`src/rtl/spim_pkg.sv`:
```
// Shared constants for the SPI master controller: register offsets,
// control and status bit positions, reset values.
package spim_pkg;
    localparam int REG_AW = 8;
    localparam int SS_W   = 4;
    localparam int BAUD_W = 3;
    localparam int STAT_W = 7;

    localparam logic [REG_AW-1:0] OFF_CTRL  = 8'h00;
    localparam logic [REG_AW-1:0] OFF_STAT  = 8'h04;
    localparam logic [REG_AW-1:0] OFF_MSET  = 8'h08;
    localparam logic [REG_AW-1:0] OFF_MCLR  = 8'h0C;
    localparam logic [REG_AW-1:0] OFF_MASK  = 8'h10;
    localparam logic [REG_AW-1:0] OFF_EN    = 8'h14;
    localparam logic [REG_AW-1:0] OFF_DLY   = 8'h18;
    localparam logic [REG_AW-1:0] OFF_TXD   = 8'h1C;
    localparam logic [REG_AW-1:0] OFF_RXD   = 8'h20;

    localparam int CB_MASTER = 0;
    localparam int CB_CPOL   = 1;
    localparam int CB_CPHA   = 2;
    localparam int CB_BAUD   = 3;
    localparam int CB_SS     = 10;
    localparam int CB_MCS    = 14;
    localparam int CB_MSTART = 15;
    localparam int CB_GO     = 16;

    localparam int SB_RXOV = 0;
    localparam int SB_DONE = 1;
    localparam int SB_TXNF = 2;
    localparam int SB_TXF  = 3;
    localparam int SB_RXNE = 4;
    localparam int SB_RXF  = 5;
    localparam int SB_TXOV = 6;

    // Control fields held by the register block.
    typedef struct packed {
        logic              mstart;
        logic              mcs;
        logic [SS_W-1:0]   ss;
        logic [BAUD_W-1:0] baud;
        logic              cpha;
        logic              cpol;
        logic              master;
    } ctrl_t;
endpackage

```
`src/rtl/spim_fifo.sv`:
```
// Synchronous first-in first-out queue.
// Assumes DEPTH is a power of two; push when full and pop when empty are ignored.
// Read data shows the oldest entry combinationally.
module spim_fifo #(
    parameter int W     = 8,
    parameter int DEPTH = 128
) (
    input  logic                         clk,
    input  logic                         rst_n,
    input  logic                         push,
    input  logic [W-1:0]                 din,
    input  logic                         pop,
    output logic [W-1:0]                 dout,
    output logic [$clog2(DEPTH+1)-1:0]   count,
    output logic                         empty,
    output logic                         full
);
    localparam int AW = $clog2(DEPTH);
    localparam int CW = $clog2(DEPTH+1);
    localparam logic [CW-1:0] FULL_CNT = CW'(DEPTH);

    logic [W-1:0]  mem [DEPTH];
    logic [AW-1:0] wr_ptr, rd_ptr;
    logic          do_push, do_pop;

    assign empty   = (count == '0);
    assign full    = (count == FULL_CNT);
    assign do_push = push && !full;
    assign do_pop  = pop && !empty;
    assign dout    = mem[rd_ptr];

    // Store a pushed entry.
    always_ff @(posedge clk) begin
        if (do_push) mem[wr_ptr] <= din;
    end

    // Advance pointers and the occupancy count.
    always_ff @(posedge clk) begin
        if (!rst_n) begin
            wr_ptr <= '0;
            rd_ptr <= '0;
            count  <= '0;
        end else begin
            if (do_push) wr_ptr <= wr_ptr + 1'b1;
            if (do_pop)  rd_ptr <= rd_ptr + 1'b1;
            case ({do_push, do_pop})
                2'b10:   count <= count + 1'b1;
                2'b01:   count <= count - 1'b1;
                default: count <= count;
            endcase
        end
    end
endmodule

```
`src/rtl/spim_clkdiv.sv`:
```
// Half-period timer for the serial clock.
// While run is high it pulses tick every 2^code reference clocks;
// while run is low it holds at zero so the next half starts complete.
module spim_clkdiv #(
    parameter int CODE_W = 3
) (
    input  logic              clk,
    input  logic              rst_n,
    input  logic              run,
    input  logic [CODE_W-1:0] code,
    output logic              tick
);
    localparam int DCW = (1 << CODE_W) - 1;

    logic [DCW-1:0] cnt;
    logic [DCW-1:0] lim;

    assign lim  = DCW'(({{DCW{1'b0}}, 1'b1} << code) - 1'b1);
    assign tick = run && (cnt == lim);

    // Count reference clocks within the current half period.
    always_ff @(posedge clk) begin
        if (!rst_n || !run || tick) cnt <= '0;
        else                        cnt <= cnt + 1'b1;
    end
endmodule

```
`src/rtl/spim_shift.sv`:
```
// Byte shift engine: takes a byte from the transmit queue, runs 2*DW half
// periods of the serial clock, sends MSB first and samples on the even-half
// boundaries, then reports the captured byte. Dropping run aborts the byte.
module spim_shift #(
    parameter int DW = 8
) (
    input  logic          clk,
    input  logic          rst_n,
    input  logic          run,
    input  logic          may_start,
    input  logic          tx_empty,
    input  logic [DW-1:0] tx_data,
    input  logic          cpol,
    input  logic          cpha,
    input  logic          tick,
    input  logic          miso,
    output logic          tx_pop,
    output logic          byte_done,
    output logic [DW-1:0] rx_data,
    output logic          busy,
    output logic          sclk,
    output logic          mosi
);
    localparam int HCW = $clog2(2*DW);
    localparam logic [HCW-1:0] LAST = HCW'(2*DW-1);

    logic           busy_q;
    logic [HCW-1:0] half_q;
    logic [DW-1:0]  tx_sh, rx_sh;
    logic           start;

    assign start     = run && !busy_q && may_start && !tx_empty;
    assign tx_pop    = start;
    assign byte_done = run && busy_q && tick && (half_q == LAST);
    assign rx_data   = rx_sh;
    assign busy      = busy_q;
    assign sclk      = busy_q ? (cpol ^ (cpha ? ~half_q[0] : half_q[0])) : cpol;
    assign mosi      = busy_q && tx_sh[DW-1];

    // Sequence one byte through its half periods.
    always_ff @(posedge clk) begin
        if (!rst_n) begin
            busy_q <= 1'b0;
            half_q <= '0;
            tx_sh  <= '0;
            rx_sh  <= '0;
        end else if (!run) begin
            busy_q <= 1'b0;
            half_q <= '0;
        end else if (!busy_q) begin
            if (start) begin
                busy_q <= 1'b1;
                half_q <= '0;
                tx_sh  <= tx_data;
            end
        end else if (tick) begin
            if (!half_q[0])          rx_sh <= {rx_sh[DW-2:0], miso};
            else if (half_q != LAST) tx_sh <= {tx_sh[DW-2:0], 1'b0};
            if (half_q == LAST)      busy_q <= 1'b0;
            half_q <= half_q + 1'b1;
        end
    end
endmodule

```
`src/rtl/spim_ctrl.sv`:
```
// SPI master controller top: register bank, transmit and receive queues,
// divider and shift engine. Assumes single-cycle register strobes; a read
// of the receive-data offset pops one byte at the clock edge.
module spim_ctrl
    import spim_pkg::*;
#(
    parameter int FIFO_DEPTH = 128,
    parameter int DATA_W     = 8
) (
    input  logic              clk,
    input  logic              rst_n,
    input  logic              reg_wr,
    input  logic              reg_rd,
    input  logic [REG_AW-1:0] reg_addr,
    input  logic [31:0]       reg_wdata,
    output logic [31:0]       reg_rdata,
    output logic              irq,
    output logic              sclk,
    output logic              mosi,
    input  logic              miso,
    output logic [SS_W-1:0]   ss_n
);
    localparam int CNT_W = $clog2(FIFO_DEPTH+1);

    ctrl_t             ctrl_q;
    logic              en_q;
    logic              go_q;
    logic [STAT_W-1:0] mask_q;
    logic              st_rxov, st_done, st_txov;
    logic [31:0]       dly_q;

    logic              tx_wr, tx_pop, tx_empty, tx_full;
    logic [DATA_W-1:0] tx_dout;
    logic [CNT_W-1:0]  tx_count;
    logic              rx_rd, rx_push, rx_empty, rx_full;
    logic [DATA_W-1:0] rx_dout, rx_byte;
    logic [CNT_W-1:0]  rx_count;

    logic              run, may_start, tick, eng_busy, byte_done;
    logic              wr_ctrl, wr_stat, wr_mset, wr_mclr;
    logic [STAT_W-1:0] status;

    assign wr_ctrl = reg_wr && (reg_addr == OFF_CTRL);
    assign wr_stat = reg_wr && (reg_addr == OFF_STAT);
    assign wr_mset = reg_wr && (reg_addr == OFF_MSET);
    assign wr_mclr = reg_wr && (reg_addr == OFF_MCLR);
    assign tx_wr   = reg_wr && (reg_addr == OFF_TXD);
    assign rx_rd   = reg_rd && (reg_addr == OFF_RXD);

    assign run       = en_q && ctrl_q.master;
    assign may_start = !ctrl_q.mstart || go_q;
    assign rx_push   = byte_done;

    spim_fifo #(.W(DATA_W), .DEPTH(FIFO_DEPTH)) u_txq (
        .clk(clk), .rst_n(rst_n), .push(tx_wr), .din(reg_wdata[DATA_W-1:0]),
        .pop(tx_pop), .dout(tx_dout), .count(tx_count), .empty(tx_empty), .full(tx_full)
    );

    spim_fifo #(.W(DATA_W), .DEPTH(FIFO_DEPTH)) u_rxq (
        .clk(clk), .rst_n(rst_n), .push(rx_push), .din(rx_byte),
        .pop(rx_rd), .dout(rx_dout), .count(rx_count), .empty(rx_empty), .full(rx_full)
    );

    spim_clkdiv #(.CODE_W(BAUD_W)) u_div (
        .clk(clk), .rst_n(rst_n), .run(eng_busy), .code(ctrl_q.baud), .tick(tick)
    );

    spim_shift #(.DW(DATA_W)) u_eng (
        .clk(clk), .rst_n(rst_n), .run(run), .may_start(may_start),
        .tx_empty(tx_empty), .tx_data(tx_dout), .cpol(ctrl_q.cpol), .cpha(ctrl_q.cpha),
        .tick(tick), .miso(miso), .tx_pop(tx_pop), .byte_done(byte_done),
        .rx_data(rx_byte), .busy(eng_busy), .sclk(sclk), .mosi(mosi)
    );

    // Control, enable, delay and mask registers.
    always_ff @(posedge clk) begin
        if (!rst_n) begin
            ctrl_q <= '{mstart: 1'b0, mcs: 1'b0, ss: '1, baud: '0,
                        cpha: 1'b0, cpol: 1'b0, master: 1'b0};
            en_q   <= 1'b0;
            mask_q <= '0;
            dly_q  <= '0;
        end else begin
            if (wr_ctrl) begin
                ctrl_q.master <= reg_wdata[CB_MASTER];
                ctrl_q.cpol   <= reg_wdata[CB_CPOL];
                ctrl_q.cpha   <= reg_wdata[CB_CPHA];
                ctrl_q.baud   <= reg_wdata[CB_BAUD +: BAUD_W];
                ctrl_q.ss     <= reg_wdata[CB_SS +: SS_W];
                ctrl_q.mcs    <= reg_wdata[CB_MCS];
                ctrl_q.mstart <= reg_wdata[CB_MSTART];
            end
            if (reg_wr && reg_addr == OFF_EN)  en_q  <= reg_wdata[0];
            if (reg_wr && reg_addr == OFF_DLY) dly_q <= reg_wdata;
            if (wr_mset)      mask_q <= mask_q | reg_wdata[STAT_W-1:0];
            else if (wr_mclr) mask_q <= mask_q & ~reg_wdata[STAT_W-1:0];
        end
    end

    // Pending start command for manual-start mode; retires once the queue is sent.
    always_ff @(posedge clk) begin
        if (!rst_n || !ctrl_q.mstart) go_q <= 1'b0;
        else if (wr_ctrl && reg_wdata[CB_GO] && reg_wdata[CB_MSTART]) go_q <= 1'b1;
        else if (go_q && !eng_busy && tx_empty) go_q <= 1'b0;
    end

    // Sticky event bits: set by events, cleared by writing ones; set wins.
    always_ff @(posedge clk) begin
        if (!rst_n) begin
            st_rxov <= 1'b0;
            st_done <= 1'b0;
            st_txov <= 1'b0;
        end else begin
            st_rxov <= (st_rxov && !(wr_stat && reg_wdata[SB_RXOV])) || (byte_done && rx_full);
            st_done <= (st_done && !(wr_stat && reg_wdata[SB_DONE])) || byte_done;
            st_txov <= (st_txov && !(wr_stat && reg_wdata[SB_TXOV])) || (tx_wr && tx_full);
        end
    end

    // Assemble the status word.
    always_comb begin
        status          = '0;
        status[SB_RXOV] = st_rxov;
        status[SB_DONE] = st_done;
        status[SB_TXNF] = !tx_full;
        status[SB_TXF]  = tx_full;
        status[SB_RXNE] = !rx_empty;
        status[SB_RXF]  = rx_full;
        status[SB_TXOV] = st_txov;
    end

    // Read-data multiplexer.
    always_comb begin
        reg_rdata = '0;
        case (reg_addr)
            OFF_CTRL: begin
                reg_rdata[CB_MASTER]            = ctrl_q.master;
                reg_rdata[CB_CPOL]              = ctrl_q.cpol;
                reg_rdata[CB_CPHA]              = ctrl_q.cpha;
                reg_rdata[CB_BAUD +: BAUD_W]    = ctrl_q.baud;
                reg_rdata[CB_SS +: SS_W]        = ctrl_q.ss;
                reg_rdata[CB_MCS]               = ctrl_q.mcs;
                reg_rdata[CB_MSTART]            = ctrl_q.mstart;
            end
            OFF_STAT: reg_rdata[STAT_W-1:0] = status;
            OFF_MASK: reg_rdata[STAT_W-1:0] = mask_q;
            OFF_EN:   reg_rdata[0]          = en_q;
            OFF_DLY:  reg_rdata             = dly_q;
            OFF_RXD:  reg_rdata[DATA_W-1:0] = rx_empty ? '0 : rx_dout;
            default:  reg_rdata             = '0;
        endcase
    end

    assign irq  = |(status & mask_q);
    assign ss_n = (ctrl_q.mcs || eng_busy) ? ctrl_q.ss : '1;
endmodule

```
`config.mk`:
```
export PLATFORM = sky130hd
export DESIGN_NAME = spim_ctrl
export DESIGN_NICKNAME = d
export VERILOG_FILES = /design/src/rtl/spim_pkg.sv /design/src/rtl/spim_fifo.sv /design/src/rtl/spim_clkdiv.sv /design/src/rtl/spim_shift.sv /design/src/rtl/spim_ctrl.sv
export SDC_FILE = /design/constraint.sdc
export NUM_CORES = 2
export LEC_CHECK = 0
export ABC_AREA = 1
export BUFFER_PORTS_ARGS = -buffer_cell sky130_fd_sc_hd__buf_2
export CAP_MARGIN = 25
export CORE_MARGIN = 1.5
export CORE_UTILIZATION = 44
export DETAILED_ROUTE_END_ITERATION = 12
export PLACE_DENSITY = 0.56
export SETUP_SLACK_MARGIN = 0.2
export SYNTH_ARGS = -nofsm -noshare
export SYNTH_HDL_FRONTEND = slang
export SYNTH_SLANG_ARGS = --single-unit
```
`constraint.sdc`:
```
create_clock -name clk -period 5.7 [get_ports clk]
set_input_delay 0.285 -clock clk [delete_from_list [all_inputs] [get_ports clk]]
set_output_delay 0.285 -clock clk [all_outputs]
set_load 0.01 [all_outputs]
```
# Word-level counts from Yosys, hierarchy flattened
# Memories as Yosys holds them, arrays and structs flattened. A register that Yosys moved wholly into a read port is not among the register bits.
# Index checks and enable logic that the tools add are counted.
word_totals:
  ff_bits: 128
  latch_bits: 0
  ram_bits: 2048
  romBits: 0
  inputBits: 45
  word_cells: 166
  memories: 2
op_classes:
  n_addsub: 11
  n_mul: 0
  n_div: 0
  n_lt_le_gt_ge: 0
  eq_ne: 20
  shifts: 1
  n_mux: 37
  bitwise: 6
  reduce_logical: 64
memory_table:
  columns: ["memory", "depth", "word_bits", "rd", "rd_clocked_by_memory_dff", "write_ports", "line_no", "rtl"]
  rows:
  - ["u_rxq.mem", 128, 8, 1, 1, 1, "spim_fifo.sv:22", "logic [W-1:0] mem [DEPTH];"]
  - ["u_txq.mem", 128, 8, 1, 1, 1, "spim_fifo.sv:22", null]
op_table:
  columns: ["operator", "count"]
  rows:
  - ["8-bit two-way mux", 6]
  - ["7-bit two-way mux", 6]
  - ["7-bit by 1-bit adder with 7-bit output, second input constant", 5]
  - ["1-bit logical AND", 33]
  - ["8-bit by 5-bit == test with 1-bit output, second input constant", 4]
  - ["8-bit case mux with 2 select lines", 2]
  - ["5-bit case mux with 5 select lines", 1]
  - ["8-bit logical NOT", 3]
  - ["8-bit by 1-bit adder with 8-bit output, second input constant", 2]
  - ["8-bit by 4-bit == test with 1-bit output, second input constant", 2]
  - ["8-bit == test, second input constant", 2]
  - ["16-bit two-way mux", 1]
  - ["4-bit two-way mux", 4]
  - ["8-bit by 1-bit subtractor with 8-bit output, second input constant", 2]
  - ["7-bit AND", 2]
  - ["1-bit two-way mux", 12]
  - ["6-bit case mux with 2 select lines", 1]
  - ["1-bit logical NOT", 10]
  - ["2-bit nonzero test", 5]
  - ["8-bit by 3-bit == test with 1-bit output, second input constant", 1]
  - ["8-bit by 6-bit == test with 1-bit output, second input constant", 1]
  - ["1-bit logical OR", 8]
  - ["7-bit == test", 1]
  - ["7-bit inverter", 1]
  - ["19 further kinds", 24]

# Longest topological paths before layout
depth:
  word_depth: 9
  mapped_depth: 30

# By module
# From an unflattened synthesis, not the netlist that was laid out.
hier_totals:
  hier_cells: 8179
  hier_area_um2: 91579.1
by_module_without_submodules:
  columns: ["mod", "instances", "cells_each", "area_each_um2", "seq_area_each_um2"]
  rows:
  - ["spim_fifo at u_rxq", 1, 3752, 43578.0, 31330.0]
  - ["spim_fifo at u_txq", 1, 3752, 43563.0, 31330.0]
  - ["spim_ctrl", 1, 449, 2965.3, 1121.1]
  - ["spim_shift", 1, 152, 1019.7, 420.4]
  - ["spim_clkdiv", 1, 74, 452.9, 140.1]

# Least setup slack after synthesis
# No wires, ideal clock.
synth_path:
  path_kind: "flip-flop to flip-flop"
  from: "register ctrl_q[5] (netlist name)"
  to: "register u_rxq.count[6]"
  setup_time_ns: 0.109
  arrival_ns: 3.782
  t_required_ns: 5.591
  setup_slack_ns: 1.809
  path_stages_with_launch: 29
  path_buffers: 2
  period_less_slack_ns: 3.891
  cell_sequence: "dfxtp_1 buf_4 inv_2 nand3_1 ha_1 xor2_1 nand2_1 nor2_1 nand3_1 nor2_1 nand4_2 nor3_4 inv_1 ha_1 clkbuf_1 xor2_1 ha_1 a21oi_1 o21ai_0 nand2_1 nand2_1 nand2_1 nand2_1 nand2_1 nand2_1 xor2_1 nand2_1 nand2_1 inv_1"
synth_via:
  elab_chain_len: 9
  elab_cells_between_ends: 11
  classes_between: "add/sub (1); eq/ne (3); shift (1); mux (1); reduce/logical (5)"
synth_rtl:
  columns: ["item", "line_no", "rtl"]
  rows:
  - ["from (decl)", "spim_ctrl.sv:25", "ctrl_t ctrl_q;"]
  - ["from (signal assigned)", "spim_ctrl.sv:78", "ctrl_q <= '{mstart: 1'b0, mcs: 1'b0, ss: '1, baud: '0,"]
  - ["1-bit by 3-bit left shift with 7-bit output (*)", "spim_clkdiv.sv:18", "assign lim = DCW'(({{DCW{1'b0}}, 1'b1} << code) - 1'b1);"]
  - ["7-bit by 1-bit subtractor with 7-bit output (*)", "spim_clkdiv.sv:18", null]
  - ["7-bit == test (*)", "spim_clkdiv.sv:19", "assign tick = run && (cnt == lim);"]
  - ["1-bit logical AND (*)", "spim_clkdiv.sv:19", null]
  - ["1-bit logical AND (*) (2 in a row)", "spim_shift.sv:34", "assign byte_done = run && busy_q && tick && (half_q == LAST);"]
  - ["1-bit logical AND (*)", "spim_fifo.sv:28", "assign do_push = push && !full;"]
  - ["2-bit by 1-bit == test with 1-bit output / 2-bit == test (equally long branches)", "spim_fifo.sv:46", "case ({do_push, do_pop})"]
  - ["8-bit case mux with 2 select lines / 2-bit nonzero test (equally long branches)", null, null]
  - ["to (signal assigned)", "spim_fifo.sv:47", "2'b10: count <= count + 1'b1;"]
  - ["to (signal assigned)", "spim_fifo.sv:48", "2'b01: count <= count - 1'b1;"]
  - ["to (signal assigned)", "spim_fifo.sv:49", "default: count <= count;"]
  - ["to (decl)", "spim_fifo.sv:14", "output logic [$clog2(DEPTH+1)-1:0] count,"]
# Every way passes the cells marked *; elsewhere a longest branch is shown, timed or not.
# A chain may end at the register's enable or synchronous reset.

==> flow_results.xml <==
<?xml version="1.0" encoding="UTF-8"?>
<metrics>
  <group name="status">
    <metric name="outcome" unit="">finished clean</metric>
  </group>
  <group name="synthesis">
    <metric name="postSynthRegisterBits" unit="">2190</metric>
    <metric name="synth_simple_gate_area_frac" unit="">0.211</metric>
    <metric name="synth_cells" unit="">8001</metric>
    <metric name="muxShareOfSynthArea" unit="">0</metric>
    <metric name="yosysUniqueCellTypes" unit="">40</metric>
    <metric name="yosys_warnings" unit="">0</metric>
    <metric name="synth-seq-area-share" unit="">0.718</metric>
    <metric name="syn_nets" unit="">8064</metric>
    <metric name="synth-async-reset-ratio" unit="">0</metric>
    <metric name="syn_avg_cell_area" unit="um^2">11.2</metric>
    <metric name="synth-main-ff-cell" unit="">sky130_fd_sc_hd__edfxtp_1</metric>
    <metric name="synth_compound_gate_area_share" unit="">0.0351</metric>
    <metric name="synth_top_family_by_area" unit="">simple AND/OR/NAND/NOR gates</metric>
    <metric name="synthXorXnorAreaFrac" unit="">0.00283</metric>
    <metric name="synth_edf_count" unit="">2048</metric>
    <metric name="yosys.area_share.adder" unit="">0.00260</metric>
    <metric name="mappedNetlistArea" unit="mm^2">0.0896</metric>
  </group>
  <group name="floorplan">
    <metric name="fp.dieH" unit="um">454</metric>
    <metric name="fp.dieW" unit="um">454</metric>
    <metric name="io_pins" unit="">84</metric>
    <metric name="start_util" unit="">0.443</metric>
    <metric name="placement_rows" unit="">165</metric>
    <metric name="core-area" unit="mm^2">0.202</metric>
    <metric name="die_footprint" unit="mm^2">0.206</metric>
  </group>
  <group name="job">
    <metric name="cap_violations" unit="">0</metric>
  </group>
  <group name="timing">
    <metric name="max_slew.worst_pin.slew" unit="ns">1.17</metric>
    <metric name="finalMaxSlewViolations" unit="">0</metric>
    <metric name="timing.final.setup_violations" unit="">0</metric>
    <metric name="post-route-period-util" unit="">0.863</metric>
    <metric name="timing.slew.headroom" unit="">0.221</metric>
    <metric name="grt_setup_unrepaired" unit="">false</metric>
    <metric name="totalNegativeSetupSlack" unit="ns">0</metric>
    <metric name="period_minus_slack" unit="ns">4.92</metric>
    <metric name="hold_vio_cnt_final" unit="">0</metric>
    <metric name="skew" unit="ns">0.0349</metric>
    <metric name="final.hold.worst_slack" unit="ns">0.0441</metric>
    <metric name="maxClockFrequency" unit="MHz">203</metric>
  </group>
  <group name="critical_path">
    <metric name="crit_path_top_delay_cell" unit="">sky130_fd_sc_hd__dfxtp_4</metric>
    <metric name="crit_path_max_incr_delay" unit="ns">0.85</metric>
    <metric name="criticalPathCategory" unit="">reg -&gt; out</metric>
    <metric name="worst_r2r_path_depth" unit="">15</metric>
    <metric name="setup.worst_path.start_class" unit="">flip-flop</metric>
    <metric name="timing.critical_path.to_type" unit="">primary output</metric>
    <metric name="worstPathRequired" unit="ns">5.41</metric>
    <metric name="cp_data_arrival_time" unit="ns">4.63</metric>
    <metric name="cp_cell_sequence" unit="">buf_12, o21ai_0, o22ai_1, nand2_1, nand3_1, nand2_1, nand2_1, nand3_1, nand3_1, nand3_1, nand2_1, buf_2</metric>
    <metric name="critPathMaxFanout" unit="">215</metric>
  </group>
  <group name="pwr">
    <metric name="power.density" unit="mW/mm^2">317</metric>
    <metric name="ir_worst_vdd" unit="mV">0.337</metric>
    <metric name="power" unit="mW">31.7</metric>
    <metric name="power.static_leakage" unit="nW">36.0</metric>
  </group>
  <group name="global_routing">
    <metric name="grt_antenna_before_repair" unit="">6</metric>
    <metric name="first_global_vias" unit="">57558</metric>
    <metric name="grt_first_pass_wirelength" unit="mm">370</metric>
    <metric name="grt_start_max_net_pins" unit="">216</metric>
    <metric name="grt_util_all_layers" unit="">0.238</metric>
    <metric name="grt_overflow" unit="">0</metric>
  </group>
  <group name="cts">
    <metric name="clkSlewWorstSetupHoldPaths" unit="ns">0.07</metric>
    <metric name="clock_tree_from_tritoncts" unit="">done</metric>
    <metric name="cts_hold_buf" unit="">40</metric>
    <metric name="cts_htree_levels" unit="">4</metric>
    <metric name="cts_buffers" unit="">219</metric>
    <metric name="clockRootBuffer" unit="">sky130_fd_sc_hd__clkbuf_16</metric>
    <metric name="clock_sink_count" unit="">2190</metric>
    <metric name="postcts_setup_bufs" unit="">0</metric>
    <metric name="cts_repair_resize_count" unit="">0</metric>
    <metric name="clock_latency" unit="ns">0.86</metric>
    <metric name="clk_buf_depth" unit="">3</metric>
  </group>
  <group name="detailed_routing">
    <metric name="firstDrtPassIters" unit="">6</metric>
    <metric name="via_count" unit="">59909</metric>
    <metric name="totalWireLength" unit="mm">249</metric>
    <metric name="final_routed_drc_violation_total" unit="">0</metric>
    <metric name="final_antenna_net_count" unit="">0</metric>
    <metric name="detail_route.wl_per_cell" unit="um">23.1</metric>
    <metric name="via_density_per_instance" unit="">5.54</metric>
    <metric name="detail_route.iter0.violations" unit="">6561</metric>
  </group>
  <group name="finish">
    <metric name="final_nets" unit="">8020</metric>
    <metric name="flow.area_growth_from_synthesis" unit="%">11.6</metric>
    <metric name="post_route_cells_drive_above_1_share" unit="">0.0653</metric>
    <metric name="final_cell_count_no_fill" unit="">10818</metric>
    <metric name="post-route-util" unit="">0.495</metric>
    <metric name="layout.filler_cells" unit="">18041</metric>
  </group>
  <group name="place">
    <metric name="post-place-cells" unit="">10366</metric>
    <metric name="gp_congestion" unit="">0.845</metric>
    <metric name="count_of_port_buffers_added_during_placement" unit="">83</metric>
    <metric name="hpwlAfterDp" unit="mm">142</metric>
  </group>
  <group name="min_path">
    <metric name="holdPathStages" unit="">6</metric>
    <metric name="worst_hold_path_type" unit="">in -&gt; reg</metric>
  </group>
</metrics>
## registers in the layout, summed over array words and instances (netlist names), 4 cells and up, named ones only
register and flops:
u_eng.tx_sh 8, u_txq.rd_ptr 7, u_txq.wr_ptr 7, u_rxq.count 8
ctrl_q 12, u_eng.half_q 4, u_eng.rx_data 8, u_txq.count 8
u_rxq.mem 1024, u_div.cnt 7, u_rxq.rd_ptr 7, u_rxq.wr_ptr 7
dly_q 32, u_txq.mem 1024
## cells in the final DEF, fill, tap and decap left out, types with 5 or more instances in the layout
cell | netlist | routed
sky130_fd_sc_hd__bufinv_16 | 0 | 15
sky130_fd_sc_hd__o21ai_0 | 307 | 307
sky130_fd_sc_hd__clkinv_1 | 3 | 47
sky130_fd_sc_hd__buf_2 | 7 | 75
sky130_fd_sc_hd__dlygate4sd3_1 | 0 | 41
sky130_fd_sc_hd__a21oi_1 | 185 | 185
sky130_fd_sc_hd__dfxtp_1 | 142 | 126
sky130_fd_sc_hd__inv_1 | 226 | 222
sky130_fd_sc_hd__ha_1 | 17 | 17
sky130_fd_sc_hd__nor3_1 | 12 | 12
sky130_fd_sc_hd__clkinv_2 | 0 | 46
sky130_fd_sc_hd__nor2_1 | 519 | 519
sky130_fd_sc_hd__a221oi_1 | 5 | 5
sky130_fd_sc_hd__clkinv_8 | 0 | 6
sky130_fd_sc_hd__nand2_1 | 2277 | 2277
sky130_fd_sc_hd__clkbuf_16 | 0 | 223
sky130_fd_sc_hd__o22ai_1 | 91 | 91
sky130_fd_sc_hd__buf_4 | 1 | 89
sky130_fd_sc_hd__edfxtp_1 | 2048 | 2048
sky130_fd_sc_hd__nand4_1 | 16 | 16
sky130_fd_sc_hd__buf_12 | 0 | 17
sky130_fd_sc_hd__nand3_1 | 1596 | 1596
sky130_fd_sc_hd__inv_2 | 7 | 6
sky130_fd_sc_hd__clkbuf_8 | 0 | 8
sky130_fd_sc_hd__nand4_4 | 6 | 6
sky130_fd_sc_hd__xor2_1 | 20 | 20
sky130_fd_sc_hd__xnor2_1 | 9 | 9
sky130_fd_sc_hd__dfxtp_4 | 0 | 14
sky130_fd_sc_hd__clkbuf_1 | 410 | 55
## where the power goes
part           total, mW  leakage (nW)  switching (mW)  internal (mW)
Combinational      0.232          10.7           0.187         0.0452
Clock               14.1          3.42            6.15           7.94
Sequential          17.4          21.9        0.000471           17.4
## Yosys cell counts (4+ instances only)
cell type	number	share of area
sky130_fd_sc_hd__nand4_4	6	0.0014
sky130_fd_sc_hd__clkbuf_1	410	0.017
sky130_fd_sc_hd__o22ai_1	91	0.0064
sky130_fd_sc_hd__nor2_1	519	0.022
sky130_fd_sc_hd__nor4_1	4	0.00028
sky130_fd_sc_hd__dfxtp_1	142	0.032
sky130_fd_sc_hd__a21oi_1	185	0.010
sky130_fd_sc_hd__buf_2	7	0.00039
sky130_fd_sc_hd__inv_2	7	0.00029
sky130_fd_sc_hd__o21ai_0	307	0.017
sky130_fd_sc_hd__xor2_1	20	0.0020
sky130_fd_sc_hd__nand4_1	16	0.0011
sky130_fd_sc_hd__ha_1	17	0.0024
sky130_fd_sc_hd__inv_1	226	0.0095
sky130_fd_sc_hd__a221oi_1	5	0.00049
sky130_fd_sc_hd__xnor2_1	9	0.00088
sky130_fd_sc_hd__nor3_1	12	0.00067
sky130_fd_sc_hd__nand2_1	2277	0.095
sky130_fd_sc_hd__edfxtp_1	2048	0.69
sky130_fd_sc_hd__buf_1	74	0.0031
sky130_fd_sc_hd__nand3_1	1596	0.089
## worst paths after layout
kind / from / to / slack, ns
setup / recovery: flip-flop / reg_rdata[5] / 0.78
hold / removal: reg_addr[6] / flip-flop / 0.04
setup reg to reg: ctrl_q[3]$_SDFFE_PN0P_ / u_rxq.mem[79][0]$_DFFE_PP_ / 1.54
hold reg to reg: ctrl_q[11]$_SDFFE_PN0P_ / go_q$_SDFFE_PP0P_ / 0.45
## kinds of logic (layout without fill, tap and decap cells)
logic type / Yosys count / after routing
other: 0 / 3
AND/OR/NAND/NOR: 4440 / 4440
buffers and inverters: 728 / 870
adder cells (fa/ha/maj): 18 / 18
AO/OA/AOI/OAI: 596 / 596
flip-flops: 2190 / 2190
XOR/XNOR: 29 / 29
## worst max-delay path, delay by kind of cell (launching register included)
kind,cells,cell delay [ns]
and+or+nand+nor,8,1.30
buffers and inverters,2,0.82
DFF,1,0.85
AOI/OAI and AO/OA,2,0.55
## routing by layer
| metal | vias up | share of wire | GRT usage |
|---|---|---|---|
| li1 | 28020 | - | - |
| met1 | 29402 | 0.42 | 0.322 |
| met2 | 2087 | 0.49 | 0.400 |
| met3 | 396 | 0.061 | 0.0316 |
| met4 | 4 | 0.028 | 0.0717 |
| met5 | - | 0.00010 | 0 |
## through the flow
step,setup WS [ns],instance area (um^2)
after CTS,0.797,100000
after floorplan,1.81,89600
after global routing,0.573,100000
after global placement,1.59,92600
final,0.781,100000
after detailed placement,1.57,92600
## cell type report
class	instances	area, um^2	area share
clock inverter	121	1060	0.0106
antenna	3	7.51	0.0000750
timing repair buffer	227	1900	0.0190
multi-input combinational	5083	22500	0.225
tap	2672	3340	0.0334
inverter	236	918	0.00918
clock buffer	286	5900	0.0589
sequential	2190	64400	0.644
(Power assumes the default switching activity.)
